`config.mk`:
```
export PLATFORM = sky130hd
export DESIGN_NAME = contend_arbiter
export DESIGN_NICKNAME = d
export VERILOG_FILES = /design/src/rtl/contend_pkg.sv /design/src/rtl/contend_line_sampler.sv /design/src/rtl/contend_grant_picker.sv /design/src/rtl/contend_idle_watch.sv /design/src/rtl/contend_cts_gen.sv /design/src/rtl/contend_arbiter.sv
export SDC_FILE = /design/constraint.sdc
export NUM_CORES = 1
export LEC_CHECK = 0
export BUFFER_PORTS_ARGS = -buffer_cell sky130_fd_sc_hd__buf_2
export CORE_MARGIN = 3
export CORE_UTILIZATION = 61
export DETAILED_ROUTE_END_ITERATION = 7
export GPL_TIMING_DRIVEN = 0
export PLACE_DENSITY = 0.9
export SYNTH_ARGS = -nofsm -noshare
export SYNTH_HDL_FRONTEND = slang
export SYNTH_SLANG_ARGS = --single-unit
```
`constraint.sdc`:
```
create_clock -name clk -period 7.6 [get_ports clk]
set_input_delay 1.52 -clock clk [delete_from_list [all_inputs] [get_ports clk]]
set_output_delay 1.52 -clock clk [all_outputs]
set_load 0.01 [all_outputs]
```
`src/rtl/contend_pkg.sv`:
```
package contend_pkg;

  localparam int unsigned IDLE_MAX = 2048;
  localparam int unsigned IDLE_CW  = $clog2(IDLE_MAX + 1);
  localparam int unsigned MS_MAX   = 64;
  localparam int unsigned MS_CW    = $clog2(MS_MAX + 1);

  // Idle bit ticks allowed before an owner is released.
  function automatic logic [IDLE_CW-1:0] idle_limit(input logic [1:0] code);
    logic [IDLE_CW-1:0] lim;
    case (code)
      2'd0:    lim = IDLE_CW'(16);
      2'd1:    lim = IDLE_CW'(64);
      2'd2:    lim = IDLE_CW'(256);
      default: lim = IDLE_CW'(IDLE_MAX);
    endcase
    return lim;
  endfunction

  // Millisecond ticks between grant and clear-to-send.
  function automatic logic [MS_CW-1:0] cts_wait(input logic [2:0] code);
    logic [MS_CW-1:0] w;
    if (code == 3'd0) w = '0;
    else              w = MS_CW'(1) << (code - 3'd1);
    return w;
  endfunction

endpackage

```
`src/rtl/contend_line_sampler.sv`:
```
module contend_line_sampler (
  input  logic clk,
  input  logic rst_n,
  input  logic bit_tick,
  input  logic req_lead,
  input  logic rxd,
  output logic lead_q,
  output logic data_q,
  output logic edge_now,
  output logic moved
);
  logic lead_r, lead_n;
  logic cur_r, cur_n;
  logic prv_r, prv_n;

  always_comb begin
    lead_n = req_lead;
    cur_n  = cur_r;
    prv_n  = prv_r;
    if (bit_tick) begin
      cur_n = rxd;
      prv_n = cur_r;
    end
  end

  always_ff @(posedge clk or negedge rst_n) begin
    if (!rst_n) begin
      lead_r <= 1'b0;
      cur_r  <= 1'b0;
      prv_r  <= 1'b0;
    end else begin
      lead_r <= lead_n;
      cur_r  <= cur_n;
      prv_r  <= prv_n;
    end
  end

  assign lead_q   = lead_r;
  assign data_q   = cur_r;
  assign edge_now = bit_tick & (rxd ^ cur_r);
  assign moved    = cur_r ^ prv_r;

endmodule

```
`src/rtl/contend_grant_picker.sv`:
```
module contend_grant_picker #(
  parameter int NCH = 4,
  parameter int PW  = 2
) (
  input  logic [NCH-1:0] req,
  input  logic [PW-1:0]  ptr,
  input  logic           prio_mode,
  output logic [NCH-1:0] win,
  output logic           any
);
  always_comb begin
    logic          found;
    logic [PW:0]   s;
    logic [PW-1:0] jj;
    win   = '0;
    found = 1'b0;
    for (int k = 0; k < NCH; k++) begin
      s = {1'b0, ptr} + (PW+1)'(k);
      if (s >= (PW+1)'(NCH)) s = s - (PW+1)'(NCH);
      jj = prio_mode ? PW'(k) : s[PW-1:0];
      if (!found && req[jj]) begin
        win[jj] = 1'b1;
        found   = 1'b1;
      end
    end
    any = found;
  end

endmodule

```
`src/rtl/contend_idle_watch.sv`:
```
module contend_idle_watch
  import contend_pkg::*;
(
  input  logic       clk,
  input  logic       rst_n,
  input  logic       owned,
  input  logic       tick,
  input  logic       owner_edge,
  input  logic [1:0] code,
  output logic       expire
);
  logic [IDLE_CW-1:0] cnt_r, cnt_n;
  logic [IDLE_CW-1:0] lim;

  assign lim = idle_limit(code);

  always_comb begin
    cnt_n = cnt_r;
    if (!owned) begin
      cnt_n = '0;
    end else if (tick) begin
      if (owner_edge)       cnt_n = '0;
      else if (cnt_r < lim) cnt_n = cnt_r + 1'b1;
    end
  end

  always_ff @(posedge clk or negedge rst_n) begin
    if (!rst_n) cnt_r <= '0;
    else        cnt_r <= cnt_n;
  end

  assign expire = owned & (cnt_r >= lim);

endmodule

```
`src/rtl/contend_cts_gen.sv`:
```
module contend_cts_gen
  import contend_pkg::*;
(
  input  logic       clk,
  input  logic       rst_n,
  input  logic       owned,
  input  logic       ms_tick,
  input  logic [2:0] code,
  output logic       ready
);
  logic [MS_CW-1:0] cnt_r, cnt_n;

  always_comb begin
    cnt_n = cnt_r;
    if (!owned)                                    cnt_n = '0;
    else if (ms_tick && cnt_r < MS_CW'(MS_MAX))    cnt_n = cnt_r + 1'b1;
  end

  always_ff @(posedge clk or negedge rst_n) begin
    if (!rst_n) cnt_r <= '0;
    else        cnt_r <= cnt_n;
  end

  assign ready = owned & (cnt_r >= cts_wait(code));

endmodule

```
`src/rtl/contend_arbiter.sv`:
```
module contend_arbiter #(
  parameter int NCH = 4
) (
  input  logic           clk,
  input  logic           rst_n,
  input  logic           bit_tick,
  input  logic           ms_tick,
  input  logic [NCH-1:0] chan_en,
  input  logic [NCH-1:0] req_lead,
  input  logic [NCH-1:0] rxd,
  input  logic [NCH-1:0] use_data,
  input  logic           prio_mode,
  input  logic [1:0]     idle_sel,
  input  logic [2:0]     cts_sel,
  output logic [NCH-1:0] grant,
  output logic [NCH-1:0] cts,
  output logic [NCH-1:0] chan_busy,
  output logic           mst_txd,
  output logic           mst_rts
);
  localparam int PW = (NCH > 1) ? $clog2(NCH) : 1;

  // reset: asserted at once, released on the clock
  logic [1:0] rs_r;
  logic       rst_core_n;
  always_ff @(posedge clk or negedge rst_n) begin
    if (!rst_n) rs_r <= 2'b00;
    else        rs_r <= {rs_r[0], 1'b1};
  end
  assign rst_core_n = rs_r[1];

  logic [NCH-1:0] lead_v, data_v, edge_v, moved_v;
  logic [NCH-1:0] act_v, hold_v, req_v;

  for (genvar g = 0; g < NCH; g++) begin : g_line
    contend_line_sampler u_line (
      .clk      (clk),
      .rst_n    (rst_core_n),
      .bit_tick (bit_tick),
      .req_lead (req_lead[g]),
      .rxd      (rxd[g]),
      .lead_q   (lead_v[g]),
      .data_q   (data_v[g]),
      .edge_now (edge_v[g]),
      .moved    (moved_v[g])
    );
    assign act_v[g]  = use_data[g] ? moved_v[g] : lead_v[g];
    assign hold_v[g] = chan_en[g] & (use_data[g] | lead_v[g]);
  end

  logic [NCH-1:0] grant_r, grant_n;
  logic [NCH-1:0] lock_r, lock_n;
  logic [PW-1:0]  ptr_r, ptr_n;
  logic [PW-1:0]  own_idx;
  logic [NCH-1:0] win;
  logic           win_any;
  logic           owned, owner_edge, withdraw, expire, release_now, cts_ok;

  assign chan_busy  = chan_en & act_v;
  assign req_v      = chan_busy & ~lock_r;
  assign owned      = |grant_r;
  assign owner_edge = |(grant_r & edge_v);
  assign withdraw   = |(grant_r & ~hold_v);

  contend_grant_picker #(.NCH(NCH), .PW(PW)) u_pick (
    .req       (req_v),
    .ptr       (ptr_r),
    .prio_mode (prio_mode),
    .win       (win),
    .any       (win_any)
  );

  contend_idle_watch u_idle (
    .clk        (clk),
    .rst_n      (rst_core_n),
    .owned      (owned),
    .tick       (bit_tick),
    .owner_edge (owner_edge),
    .code       (idle_sel),
    .expire     (expire)
  );

  contend_cts_gen u_cts (
    .clk     (clk),
    .rst_n   (rst_core_n),
    .owned   (owned),
    .ms_tick (ms_tick),
    .code    (cts_sel),
    .ready   (cts_ok)
  );

  assign release_now = owned & (withdraw | expire);

  always_comb begin
    own_idx = '0;
    for (int i = 0; i < NCH; i++) begin
      if (grant_r[i]) own_idx = PW'(i);
    end
  end

  always_comb begin
    grant_n = grant_r;
    ptr_n   = ptr_r;
    lock_n  = lock_r & act_v;
    if (!owned) begin
      if (win_any) grant_n = win;
    end else if (release_now) begin
      grant_n = '0;
      ptr_n   = (own_idx == PW'(NCH-1)) ? '0 : own_idx + 1'b1;
      if (expire) lock_n = lock_n | grant_r;
    end
  end

  always_ff @(posedge clk or negedge rst_core_n) begin
    if (!rst_core_n) begin
      grant_r <= '0;
      lock_r  <= '0;
      ptr_r   <= '0;
    end else begin
      grant_r <= grant_n;
      lock_r  <= lock_n;
      ptr_r   <= ptr_n;
    end
  end

  assign grant   = grant_r;
  assign cts     = grant_r & {NCH{cts_ok}};
  assign mst_txd = |(grant_r & data_v);
  assign mst_rts = |(grant_r & lead_v);

endmodule

```
==> impl_results.md <==
- CTS sink count: 43
- Commonest non-fill, non-tap cell in the layout: dfrtp_1
- Synthesized area: 0.00260 mm^2
- DIE AREA: 0.00509 mm^2
- Vias per inst: 6.05
- Max incr delay on CP: 0.46 ns
- Layout cell share with drive strength beyond 1: 0.200
- Initial DRC count: 235
- Antenna cells: 0
- Crit path kind: in -> out
- Leakage Power: 0.00133 uW
- Register area share after synthesis: 0.413
- Core ar.: 0.00406 mm^2
- Setup bufs post-CTS: 0
- Syn_nets: 313
- Synth Instances: 273
- Post-layout min period: 4.97 ns
- CTS clk-pin slew, worst paths: 0.08 ns
- CP Cell Sequence: buf_2 -> or3b_2 -> ha_1 -> a21o_1 -> a21o_1 -> a211oi_1 -> o21a_1 -> nor2_1 -> buf_2
- Clk Latency, worst-skew pair: 0.29 ns
- Top-area cell type share of the netlist area: 0.413
- Number of port buffers: 39
- Util after Layout: 0.733
- Worst Hold Class: reg -> reg
- Global-route wire length before repair: 9930 um
- EDFF count, synth: 0
- Worst EP arrival: 3.45 ns
- Crit-path leading delay family: compound AO/OA/AOI/OAI gates
- Post-CTS sizing: 0
- Req. time, crit path: 6.08 ns
- H-tree levels: 2
- Starting Density: 0.642
- Top post-synthesis cells by area: dfrtp_1 41%, ha_1 6.7%, nor2_1 4.2%, a21oi_1 4.0%, xnor2_1 3.7%
- Period utilization: 0.654
- Setup Skew: 0.0119 ns
- DRT Pass-1 Iters: 5
- Launch point of the worst reg-to-reg path: u_idle.cnt_r[8]$_DFFE_PN0P_
- Area of the multi-input gates: 0.00146 mm^2
- CTS Root Cell: clkbuf_8
- Slew headroom: 0.417
- Fin. Hold Viols: 0
- #FFs+latches synth: 43
- Largest net degree at the start of global routing: 42
- Crit Path Max Fanout: 7
- Most frequent cells in the layout: 42 x dfrtp_1, 40 x buf_2, 29 x nor2_1
- Status: complete, no violations
- RSZ-0062 raised after global routing: false
- Worst path bufs/invs: 2
- RePlAce Congestion: 0.838
- Initial antenna violation count: 0
- Hold Startpoint: rs_r[0]$_DFF_PN0_
- Maximum VDD drop: 233 uV
- Critical Path Start Type: primary input
- Clock Path Buffers: 2
- Register area: 0.00108 mm^2
- Achievable Freq: 201 MHz
- Pwr Density: 276 mW/mm^2
- Pins over their slew limit: 0
- GRT Total Usage: 0.243
- Area grow syn2layout: 14.2%
- Synth area leader: dfrtp_1
- DIE HEIGHT: 71.3 um
- Yosys Warn Count: 0
- Slowest cell on the critical path: or3b_2
- Inserted Clock Buffers: 5
- I/O Pins: 40
- Launch point of the worst path: cts_sel[0]
- Ys async rst share: 1.00
- Fillcell total: 283
- Avg Cell Area, Syn: 9.54 um^2
- CTS tree: yes
- DRT Wirelength: 5720 um
- Vias in the first global route: 2,158
- Cell variety after synth: 51
- GRT Residual Overflow: 0
- CP endpoint kind: primary output
- Worst Tran Pin Value: 0.874 ns
- Die W: 71.3 um
- Std-Cell Rows: 23
- Final HPWL DP: 4020 um
- Vias: 2,240
- Post-route setup TNS: 0 ns
- Post-CTS Hold Buffers: 0
- NumNets Final: 359
- Finish-stage setup viols: 0
- Max Cap Viol: 0
- Wirelength per Cell: 15.5 um
- DRC Markers: 0
- DRT antenna net count: 0
- Ys flop type: dfrtp_1
logic make-up (layout without fill, tap and decap cells):
kind of cell,after synthesis,count (layout),share of synthesized area
AO/OA/AOI/OAI,82,82,0.216
XOR/XNOR,17,17,0.0572
multiplexers,12,12,0.0505
other,1,1,0.00144
adder cells (fa/ha/maj),14,14,0.0673
buffers and inverters,19,66,0.0279
flip-flops,43,43,0.413
AND/OR/NAND/NOR,85,85,0.166
cells in the mapped netlist, types with 8 or more instances:
| cell | instances |
|---|---|
| a21oi_1 | 21 |
| a22oi_1 | 8 |
| dfrtp_1 | 43 |
| ha_1 | 14 |
| inv_1 | 10 |
| mux2_2 | 8 |
| nand2_1 | 16 |
| nor2_1 | 29 |
| o21ai_0 | 18 |
| or3_1 | 8 |
| xnor2_1 | 11 |
state kept, by name (all words and copies together), names as in the netlist:
| register | count |
|---|---|
| grant | 4 |
| g_line.u_line.prv_r | 4 |
| rs_r | 2 |
| lock_r | 4 |
| u_idle.cnt_r | 12 |
| g_line.u_line.lead_q | 4 |
| ptr_r | 2 |
| g_line.u_line.data_q | 4 |
| u_cts.cnt_r | 7 |
per-layer routing:
metal / vias to the layer above / routed length, um / global-route usage
li1: 1083 / - / -
met1: 1057 / 2510 / 0.322
met2: 86 / 2760 / 0.400
met3: 14 / 340 / 0.0519
met4: 0 / 106 / 0.0731
met5: - / 0 / 0
metrics by stage:
stage | hold slack (ns) | instances | power [uW] | setup slack (ns) | cell area, um^2
final | 0.357 | 370 | 819 | 2.63 | 2970
after global routing | 0.364 | 370 | 877 | 2.47 | 2970
after CTS | 0.360 | 370 | 819 | 2.63 | 2970
after detailed placement | 0.341 | 362 | 639 | 2.65 | 2860
after global placement | 0.337 | 362 | 627 | 2.68 | 2860
after floorplan | 0.331 | 273 | 538 | 3.02 | 2600
power by group:
group | internal (uW) | total, uW | switching [uW] | leakage [uW]
Sequential | 266 | 302 | 35.7 | 0.000556
Clock | 98.0 | 176 | 77.7 | 0.0000514
Combinational | 133 | 342 | 209 | 0.000723
Total | 497 | 819 | 322 | 0.00133
final cells by class:
class,count,share of cell area
multi-input cells,211,0.489
flip-flops and latches,43,0.362
repair buffers,39,0.0657
clock buffers,6,0.0244
well taps,50,0.0210
clock inverters,2,0.0126
inverters,10,0.0126
plain buffers,9,0.0118
final timing paths:
kind,to,slack [ns],depth (start not counted)
hold / removal,rs_r[1]$_DFF_PN0_,0.36,0
setup / recovery,cts[3],2.63,9
hold reg to reg,rs_r[1]$_DFF_PN0_,0.36,0
max in group asynchronous,rs_r[1]$_DFF_PN0_,6.50,1
setup reg to reg,u_idle.cnt_r[8]$_DFFE_PN0P_,5.15,8
min in group asynchronous,u_cts.cnt_r[1]$_DFFE_PN0P_,0.40,0
Power figures use the tool's default switching activity.
